<file path="config.mk">
export PLATFORM = sky130hd
export DESIGN_NAME = useq_top
export DESIGN_NICKNAME = d
export VERILOG_FILES = /design/src/rtl/useq_pkg.sv /design/src/rtl/useq_rom.sv /design/src/rtl/useq_dispatch.sv /design/src/rtl/useq_next.sv /design/src/rtl/useq_top.sv
export SDC_FILE = /design/constraint.sdc
export NUM_CORES = 1
export LEC_CHECK = 0
export BUFFER_PORTS_ARGS = -buffer_cell sky130_fd_sc_hd__buf_4
export CAP_MARGIN = 0
export CORE_UTILIZATION = 49
export CTS_CLUSTER_SIZE = 10
export DETAILED_ROUTE_END_ITERATION = 8
export PLACE_DENSITY = 0.76
export SLEW_MARGIN = 20
export SYNTH_ARGS = -nofsm -noshare
export SYNTH_HDL_FRONTEND = slang
export SYNTH_SLANG_ARGS = --single-unit
</file>
<file path="constraint.sdc">
create_clock -name clk -period 2.1 [get_ports clk]
set_input_delay 0.21 -clock clk [delete_from_list [all_inputs] [get_ports clk]]
set_output_delay 0.21 -clock clk [all_outputs]
set_load 0.05 [all_outputs]
</file>
<file path="src/rtl/useq_pkg.sv">
package useq_pkg;

    localparam int OPC_W = 6;
    localparam int UA_W  = 4;

    typedef enum logic [1:0] {
        ALU_ADD   = 2'd0,
        ALU_SUB   = 2'd1,
        ALU_FUNCT = 2'd2
    } alu_op_e;

    typedef enum logic {
        S1_PC   = 1'b0,
        S1_REGA = 1'b1
    } src1_e;

    typedef enum logic [1:0] {
        S2_REGB   = 2'd0,
        S2_FOUR   = 2'd1,
        S2_IMM    = 2'd2,
        S2_IMM_SH = 2'd3
    } src2_e;

    typedef enum logic [1:0] {
        RF_IDLE   = 2'd0,
        RF_READ   = 2'd1,
        RF_WR_ALU = 2'd2,
        RF_WR_MDR = 2'd3
    } rf_e;

    typedef enum logic [1:0] {
        MEM_IDLE  = 2'd0,
        MEM_FETCH = 2'd1,
        MEM_LOAD  = 2'd2,
        MEM_STORE = 2'd3
    } mem_e;

    typedef enum logic [1:0] {
        PCW_NONE = 2'd0,
        PCW_ALU  = 2'd1,
        PCW_COND = 2'd2,
        PCW_JUMP = 2'd3
    } pcw_e;

    typedef enum logic [1:0] {
        SEQ_INC   = 2'd0,
        SEQ_DISP1 = 2'd1,
        SEQ_DISP2 = 2'd2,
        SEQ_FETCH = 2'd3
    } seq_e;

    // 14-bit microinstruction word
    typedef struct packed {
        alu_op_e alu;
        src1_e   s1;
        src2_e   s2;
        rf_e     rf;
        mem_e    mem;
        pcw_e    pcw;
        logic    undef;
        seq_e    seq;
    } uword_t;

    typedef struct packed {
        logic [UA_W-1:0] upc;
    } seq_state_t;

    // micro-address labels
    localparam logic [UA_W-1:0] UA_FETCH   = 4'd0;
    localparam logic [UA_W-1:0] UA_DECODE  = 4'd1;
    localparam logic [UA_W-1:0] UA_MADDR   = 4'd2;
    localparam logic [UA_W-1:0] UA_LD_RD   = 4'd3;
    localparam logic [UA_W-1:0] UA_LD_WB   = 4'd4;
    localparam logic [UA_W-1:0] UA_ST_WR   = 4'd5;
    localparam logic [UA_W-1:0] UA_RR_EX   = 4'd6;
    localparam logic [UA_W-1:0] UA_RR_WB   = 4'd7;
    localparam logic [UA_W-1:0] UA_BRANCH  = 4'd8;
    localparam logic [UA_W-1:0] UA_JUMP    = 4'd9;
    localparam logic [UA_W-1:0] UA_ILLEGAL = 4'd10;

    // opcode values decoded by the dispatch tables
    localparam logic [OPC_W-1:0] OP_RR   = 6'h00;
    localparam logic [OPC_W-1:0] OP_JMP  = 6'h02;
    localparam logic [OPC_W-1:0] OP_BEQ  = 6'h04;
    localparam logic [OPC_W-1:0] OP_LOAD = 6'h23;
    localparam logic [OPC_W-1:0] OP_STOR = 6'h2B;

endpackage

</file>
<file path="src/rtl/useq_rom.sv">
module useq_rom
    import useq_pkg::*;
(
    input  logic [UA_W-1:0] addr,
    output uword_t          word
);

    function automatic uword_t mk(alu_op_e a, src1_e s1, src2_e s2, rf_e rf,
                                  mem_e m, pcw_e p, logic u, seq_e q);
        uword_t w;
        w.alu   = a;
        w.s1    = s1;
        w.s2    = s2;
        w.rf    = rf;
        w.mem   = m;
        w.pcw   = p;
        w.undef = u;
        w.seq   = q;
        return w;
    endfunction

    always_comb begin
        case (addr)
            UA_FETCH:  word = mk(ALU_ADD, S1_PC, S2_FOUR, RF_IDLE, MEM_FETCH, PCW_ALU, 1'b0, SEQ_INC);
            UA_DECODE: word = mk(ALU_ADD, S1_PC, S2_IMM_SH, RF_READ, MEM_IDLE, PCW_NONE, 1'b0, SEQ_DISP1);
            UA_MADDR:  word = mk(ALU_ADD, S1_REGA, S2_IMM, RF_IDLE, MEM_IDLE, PCW_NONE, 1'b0, SEQ_DISP2);
            UA_LD_RD:  word = mk(ALU_ADD, S1_PC, S2_REGB, RF_IDLE, MEM_LOAD, PCW_NONE, 1'b0, SEQ_INC);
            UA_LD_WB:  word = mk(ALU_ADD, S1_PC, S2_REGB, RF_WR_MDR, MEM_IDLE, PCW_NONE, 1'b0, SEQ_FETCH);
            UA_ST_WR:  word = mk(ALU_ADD, S1_PC, S2_REGB, RF_IDLE, MEM_STORE, PCW_NONE, 1'b0, SEQ_FETCH);
            UA_RR_EX:  word = mk(ALU_FUNCT, S1_REGA, S2_REGB, RF_IDLE, MEM_IDLE, PCW_NONE, 1'b0, SEQ_INC);
            UA_RR_WB:  word = mk(ALU_ADD, S1_PC, S2_REGB, RF_WR_ALU, MEM_IDLE, PCW_NONE, 1'b0, SEQ_FETCH);
            UA_BRANCH: word = mk(ALU_SUB, S1_REGA, S2_REGB, RF_IDLE, MEM_IDLE, PCW_COND, 1'b0, SEQ_FETCH);
            UA_JUMP:   word = mk(ALU_ADD, S1_PC, S2_REGB, RF_IDLE, MEM_IDLE, PCW_JUMP, 1'b0, SEQ_FETCH);
            // the illegal entry and every unused slot: flag, stay idle, refetch
            default:   word = mk(ALU_ADD, S1_PC, S2_REGB, RF_IDLE, MEM_IDLE, PCW_NONE, 1'b1, SEQ_FETCH);
        endcase
    end

endmodule

</file>
<file path="src/rtl/useq_dispatch.sv">
module useq_dispatch
    import useq_pkg::*;
#(
    parameter int TABLE_ID = 1
) (
    input  logic [OPC_W-1:0] opcode,
    output logic [UA_W-1:0]  target
);

    generate
        if (TABLE_ID == 1) begin : g_tab1
            always_comb begin
                case (opcode)
                    OP_RR:   target = UA_RR_EX;
                    OP_LOAD: target = UA_MADDR;
                    OP_STOR: target = UA_MADDR;
                    OP_BEQ:  target = UA_BRANCH;
                    OP_JMP:  target = UA_JUMP;
                    default: target = UA_ILLEGAL;
                endcase
            end
        end else begin : g_tab2
            always_comb begin
                case (opcode)
                    OP_LOAD: target = UA_LD_RD;
                    OP_STOR: target = UA_ST_WR;
                    default: target = UA_ILLEGAL;
                endcase
            end
        end
    endgenerate

endmodule

</file>
<file path="src/rtl/useq_next.sv">
module useq_next
    import useq_pkg::*;
(
    input  seq_e            seq,
    input  logic [UA_W-1:0] upc,
    input  logic [UA_W-1:0] tgt1,
    input  logic [UA_W-1:0] tgt2,
    output logic [UA_W-1:0] nxt
);

    localparam logic [UA_W-1:0] ONE = {{(UA_W-1){1'b0}}, 1'b1};

    always_comb begin
        case (seq)
            SEQ_INC:   nxt = upc + ONE;
            SEQ_DISP1: nxt = tgt1;
            SEQ_DISP2: nxt = tgt2;
            default:   nxt = UA_FETCH;
        endcase
    end

endmodule

</file>
<file path="src/rtl/useq_top.sv">
module useq_top
    import useq_pkg::*;
(
    input  logic             clk,
    input  logic             rst,
    input  logic [OPC_W-1:0] opcode,
    output logic [1:0]       alu_op,
    output logic             alu_src1,
    output logic [1:0]       alu_src2,
    output logic [1:0]       rf_ctl,
    output logic [1:0]       mem_ctl,
    output logic [1:0]       pc_wr,
    output logic             undef_instr,
    output logic [UA_W-1:0]  upc
);

    seq_state_t      st_d, st_q;
    uword_t          word;
    logic [UA_W-1:0] tgt1, tgt2, nxt;

    useq_rom u_rom (
        .addr (st_q.upc),
        .word (word)
    );

    useq_dispatch #(.TABLE_ID(1)) u_disp1 (
        .opcode (opcode),
        .target (tgt1)
    );

    useq_dispatch #(.TABLE_ID(2)) u_disp2 (
        .opcode (opcode),
        .target (tgt2)
    );

    useq_next u_next (
        .seq  (word.seq),
        .upc  (st_q.upc),
        .tgt1 (tgt1),
        .tgt2 (tgt2),
        .nxt  (nxt)
    );

    always_comb begin
        st_d     = st_q;
        st_d.upc = nxt;
        if (rst) begin
            st_d.upc = UA_FETCH;
        end
    end

    always_ff @(posedge clk) begin
        st_q <= st_d;
    end

    assign alu_op      = word.alu;
    assign alu_src1    = word.s1;
    assign alu_src2    = word.s2;
    assign rf_ctl      = word.rf;
    assign mem_ctl     = word.mem;
    assign pc_wr       = word.pcw;
    assign undef_instr = word.undef;
    assign upc         = st_q.upc;

    // reset lands on fetch, whatever state or opcode
    p_reset_fetch_r1: assert property (@(posedge clk)
        rst |=> (upc == UA_FETCH));

    // fetch word is fixed and always followed by decode
    p_fetch_word_r2: assert property (@(posedge clk) disable iff (rst)
        (upc == UA_FETCH) |-> (mem_ctl == 2'd1 && pc_wr == 2'd1 && alu_src2 == 2'd1));
    p_fetch_next_r2: assert property (@(posedge clk) disable iff (rst)
        (upc == UA_FETCH) |=> (upc == UA_DECODE));

    // decode dispatches loads and stores to the address step
    p_decode_mem_r4: assert property (@(posedge clk) disable iff (rst)
        (upc == UA_DECODE && (opcode == OP_LOAD || opcode == OP_STOR)) |=> (upc == UA_MADDR));

    // load read step is followed by its writeback
    p_load_step_r6: assert property (@(posedge clk) disable iff (rst)
        (upc == UA_LD_RD) |=> (upc == UA_LD_WB));

    // illegal entry goes back to fetch
    p_illegal_ret_r10: assert property (@(posedge clk) disable iff (rst)
        (upc == UA_ILLEGAL) |=> (upc == UA_FETCH));

    // flag only in the illegal entry
    p_undef_only_r11: assert property (@(posedge clk) disable iff (rst)
        undef_instr |-> (upc == UA_ILLEGAL));

    // straight-line steps ignore the opcode
    p_opcode_ignored_r12: assert property (@(posedge clk) disable iff (rst)
        (upc == UA_RR_EX) |=> (upc == UA_RR_WB));

endmodule

</file>
### Yosys cells after proc, flatten, opt, wreduce, memory -nomap -nowiden

Memories as Yosys holds them, arrays and structs flattened. A register that Yosys moved wholly into a read port is not among the register bits.
Index checks and enable logic that the tools add are counted.

| storage, ports and cells | value |
|---|---|
| bits in writable memories | 0 |
| bits in read-only memories | 224 |
| output and inout port bits | 16 |
| register bits | 4 |
| memories | 1 |
| bits of input ports | 8 |
| logic and storage cells | 16 |
| latch bits | 0 |

Memory list:

| name | depth | width | read ports | clocked after Yosys merged registers in | wr ports | line | RTL |
|---|---|---|---|---|---|---|---|
| (no name shown) | 16 | 14 | 1 | 1 | 0 | useq_rom.sv:23 | `case (addr)` |

| cells by class | value |
|---|---|
| div/mod/pow operators | 0 |
| mux-type cells | 4 |
| reductions and logical operators | 3 |
| multiply operators | 0 |
| bitwise gates (word level) | 0 |
| shift operators | 0 |
| eq/ne operators | 6 |
| add/subtract/negate cells | 1 |
| order comparisons | 0 |

Operators by type and width:

| cell | count |
|---|---|
| 4-bit case mux with 4 select lines | 1 |
| 6-bit == test (second input constant) | 2 |
| 4-bit case mux with 3 select lines | 1 |
| 4-bit case mux with 2 select lines | 1 |
| 6-bit by 2-bit == test with 1-bit output (second input constant) | 1 |
| 6-bit by 3-bit == test with 1-bit output (second input constant) | 1 |
| 6-bit zero test | 1 |
| 4-bit by 1-bit adder with 4-bit output (second input constant) | 1 |
| 4-bit two-way mux | 1 |
| 2-bit by 1-bit == test with 1-bit output (second input constant) | 1 |
| 2-bit == test (second input constant) | 1 |
| 2-bit zero test | 1 |
| 2-bit OR reduction | 1 |

### Logic depth before layout (Yosys ltp)

| logic depth | value |
|---|---|
| depth in word-level cells | 5 |
| mapped depth | 8 |
| depth with buffers taken out | 8 |

### Cells and area by module

Synthesis repeated with hierarchy kept, for this count alone.

| unflattened totals | value |
|---|---|
| cell total of the unflattened synthesis | 76 |
| area, all modules | 641.9 um^2 |

Modules (own cells, without submodules):

| module | cells each | times used | area an instance (um^2) | sequential area each (um^2) |
|---|---|---|---|---|
| useq_rom | 33 | 1 | 281.5 | 0.0 |
| useq_next | 19 | 1 | 145.1 | 0.0 |
| useq_top | 8 | 1 | 105.1 | 80.1 |
| useq_dispatch (u_disp1) | 10 | 1 | 70.1 | 0.0 |
| useq_dispatch (u_disp2) | 6 | 1 | 40.0 | 0.0 |

### Worst setup path before layout

Ideal clock, no wire load.

| timing path | value |
|---|---|
| kind | register to register |
| start point | register st_q (netlist bit upc[0]) |
| end point | register, netlist name u_rom.word[11] |
| data required time | 1.986 ns |
| stages on the path, launching flop included | 9 |
| period minus slack after synthesis | 2.092 ns |
| setup time | 0.114 ns |
| path buffers | 0 |
| setup slack | 0.008 ns |
| data arrival time | 1.978 ns |
| path through | dfxtp_1 > ha_1 > nor2_1 > a31oi_1 > a21oi_1 > or2_2 > ha_1 > and3_4 > a21o_1 |

| between the ends | value |
|---|---|
| cells in the longest elaborated chain, start to end | 3 |

Ends and longest elaborated chain:

| what | line | RTL |
|---|---|---|
| from (decl) | useq_top.sv:17 | `seq_state_t st_d, st_q;` |
| from (signal assigned) | useq_top.sv:53 | `st_q <= st_d;` |
| 4-bit by 1-bit adder with 4-bit output | useq_next.sv:15 | `SEQ_INC: nxt = upc + ONE;` |
| 4-bit case mux with 3 select lines | useq_next.sv:14 | `case (seq)` |
| 4-bit two-way mux (no source line) | -- |  |

No other way between the ends.
A chain may end at the register's enable or synchronous reset.

### Worst setup path in the final report

| timing path | value |
|---|---|
| start point | register st_q (netlist bit upc[0]) |
| end point | register, netlist name u_rom.word[0] |

| between the ends | value |
|---|---|
| cells in the longest elaborated chain, start to end | 3 |

Ends and longest elaborated chain:

| what | line |
|---|---|
| 4-bit by 1-bit adder with 4-bit output | useq_next.sv:15 |
| 4-bit case mux with 3 select lines | useq_next.sv:14 |
| 4-bit two-way mux (no source line) | -- |

No other way between the ends.

==> impl_metrics.tcl <==
set metrics [dict create \
    status "complete, no violations" \
    postRouteAntennaNets 0 \
    io_buffers 23 \
    netlist_area_sq_um 864.6 \
    grt_setup_unrepaired "false" \
    power_leakage_nw 0.5301 \
    drt-met1-wl_um 829 \
    grt_start_max_net_pins 12 \
    ios 24 \
    synth_xor_area_share_pct 4.052 \
    cap_violations 0 \
    first_pass_iters 6 \
    hold_path_class "in -> reg" \
    min-delay-start "rst" \
    cts_hold_buf 0 \
    syn_inst 87 \
    clk_pin_slew_ns 0.09 \
    initial_core_util_pct 54.84 \
    synth_compound_area_share_pct 17.51 \
    wl_um 1657 \
    worst_slew_pin_slew_ns 0.4073 \
    post_synth.cell_area_avg_sq_um 9.938 \
    period_share_pct 92.84 \
    drive_gt1_share_pct 33.04 \
    dp_hpwl_um 1271 \
    dr.first_iter.drc_count 15 \
    wl_met2_um 732 \
    finalHoldViolations 0 \
    ctsRootBufferMaster "clkbuf_4" \
    crit_start "upc[0]" \
    gp_congestion 0.8822 \
    worst-setup-path-type "reg -> reg" \
    required_ns 2.29 \
    ir_drop_mv 0.7646 \
    p_per_area_nw_per_um2 1699 \
    drcViolationCount 0 \
    critPathArrivalTime_ns 2.14 \
    clockBufferDepth 2 \
    startpoint_type "flip-flop" \
    synth_top_family_by_area "simple AND/OR/NAND/NOR gates" \
    finalClockSkew_ns 0.0009475 \
    cts_tree "built" \
    routed-via-count 710 \
    overflow 0 \
    fillers 146 \
    seqCellArea_sq_um 361.6 \
    antenna_found_initial 0 \
    grt_pass1_wl_um 2753 \
    synth_mux_area_share_pct 1.158 \
    critPathCaptureType "flip-flop" \
    numClockSinks 18 \
    clk-insertion-delay-late_ns 0.29 \
    yosysWarnings 0 \
    seq_area_frac_synth_pct 41.68 \
    path_max_fanout 5 \
    synthAdderAreaFrac_pct 10.13 \
    vias_per_cell 5.547 \
    wl_per_cell_um 12.95 \
    yosysUniqueCellTypes 36 \
    slew_viol_final 0 \
    htreeDepth 1 \
    layout.cells.non_filler 128 \
    period_needed_ns 1.950 \
    multi_input_area_sq_um 471.7 \
    grt_pass1_vias 639 \
    syn_to_final_growth_pct 24.60 \
    grt_use_total_pct 19.47 \
    setup-violations-final 0 \
    placed_cells 125 \
    cts_buffers 3 \
    die_area_sq_um 1936 \
    r2r-start "upc[0]" \
    fp.dieW_um 44.01 \
    core_sq_um 1577 \
    num_rows 14 \
    syn-num-nets 102 \
    routed.top_layer "met4" \
    synth_seq_cells 18 \
    route.met3.wl_um 61 \
    yosys.area_share.simple_pct 21.71 \
    die_h_um 44.01 \
    clock.fmax_ghz 0.5129 \
    relSlewSlack_pct 72.85 \
    diodes 0 \
    nets 129 \
    finalSetupTns_ns 0 \
]
critical path: stages, from the launching register on:
cell     delay, ns
dfxtp_1       0.34
ha_1          0.30
nor2_1        0.05
a31oi_1       0.16
a21oi_1       0.12
or2_2         0.32
ha_1          0.26
a211o_1       0.28
layer usage:
metal  track usage, %  vias up
li1                 -      360
met1            27.20      329
met2            27.94       16
met3            5.000        5
met4            9.091        0
met5                0        -
Yosys cell counts, drive strengths merged:
master | n | area (sq um)
a211o | 2 | 17.52
a21o | 1 | 7.510
a21oi | 4 | 23.77
a31oi | 1 | 6.260
a32o | 2 | 20.02
and2 | 2 | 12.51
and3 | 3 | 23.77
and4 | 2 | 17.52
buf | 1 | 11.26
clkbuf | 2 | 7.510
dfxtp | 18 | 360.4
ha | 7 | 87.58
inv | 3 | 13.77
mux2i | 1 | 10.01
nand2 | 3 | 11.26
nand2b | 1 | 6.260
nand3 | 1 | 5.000
nand4b | 1 | 8.760
nor2 | 13 | 48.80
nor2b | 2 | 12.51
nor3 | 3 | 15.01
o2111a | 1 | 11.26
o21ai | 1 | 8.760
o21ba | 1 | 10.01
o22ai | 1 | 6.260
o2bb2ai | 1 | 8.760
o32a | 1 | 22.52
o32ai | 1 | 8.760
or2 | 1 | 6.260
or3 | 1 | 6.260
or4b | 1 | 13.76
xnor2 | 1 | 8.760
xor2 | 3 | 26.28
metrics by stage:
| step | cell area [sq um] | setup WS, ns | hold WS (ns) | utilization, % | total power [mW] |
|---|---|---|---|---|---|
| 2_1_floorplan | 864.6 | 0.007724 | 0.5145 | - | 1.402 |
| 6_report | 1077 | 0.1503 | 0.1591 | 68.33 | 1.830 |
| 5_1_grt | 1077 | 0.03925 | 0.1456 | 68.33 | 1.943 |
| 3_5_place_dp | 1054 | 0.09190 | 0.4657 | 66.83 | 1.664 |
| 3_3_place_gp | 1054 | 0.07482 | 0.4593 | 66.83 | 1.655 |
| 4_1_cts | 1076 | 0.1088 | 0.1452 | 68.25 | 1.837 |
sequential cells by signal (all words and copies together) (netlist names):
signal	flops
u_rom.word	14
upc	4
final timing paths:
check | end | slack, ns | cells after the start
worst min-delay path | upc[1] | 0.16 | 2
worst max-delay path | u_rom.word[0] | 0.15 | 7
worst min register to register | u_rom.word[4] | 0.73 | 3
worst max register to register | u_rom.word[0] | 0.15 | 7
cell families after synthesis:
group / count (synthesis)
multiplexers: 1
AND/OR/NAND/NOR: 34
adder cells (fa/ha/maj): 7
AO/OA/AOI/OAI: 17
flip-flops: 18
XOR/XNOR: 4
buffers and inverters: 6
report_power, final:
group	total (mW)	internal, mW	switching, mW	leakage (nW)
clock	0.169	0.0668	0.102	0.0138
sequential	0.562	0.472	0.0903	0.149
combinational	1.10	0.405	0.694	0.367
total	1.83	0.943	0.887	0.530
placed cells by master (no fill, tap or decap), types with 2 or more instances in the layout:
master	Yosys	routed
a211o_1	2	2
nand2_1	3	3
inv_1	2	2
a21oi_1	3	3
and2_1	2	2
nor3_1	3	3
and3_1	2	2
ha_1	7	7
xor2_1	3	3
buf_4	0	25
dfxtp_1	18	17
clkbuf_4	0	3
nor2b_1	2	2
a32o_1	2	2
and4_1	2	2
nor2_1	13	13
layout make-up:
type                       instances  share of cell area (%)
multi-input combinational         63                   43.79
sequential                        18                   33.57
timing repair buffer              25                   17.42
clock buffer                       3                   2.091
tap                               16                   1.858
inverter                           3                   1.278
what timing repair did:
item / CTS / global route
resized for setup: 0 / 1
endpoints found under the hold margin: 0 / 0
setup buffers: 0 / 0
endpoints found under the setup margin: 0 / 2
Note: power is estimated with default switching activity, not from simulation.
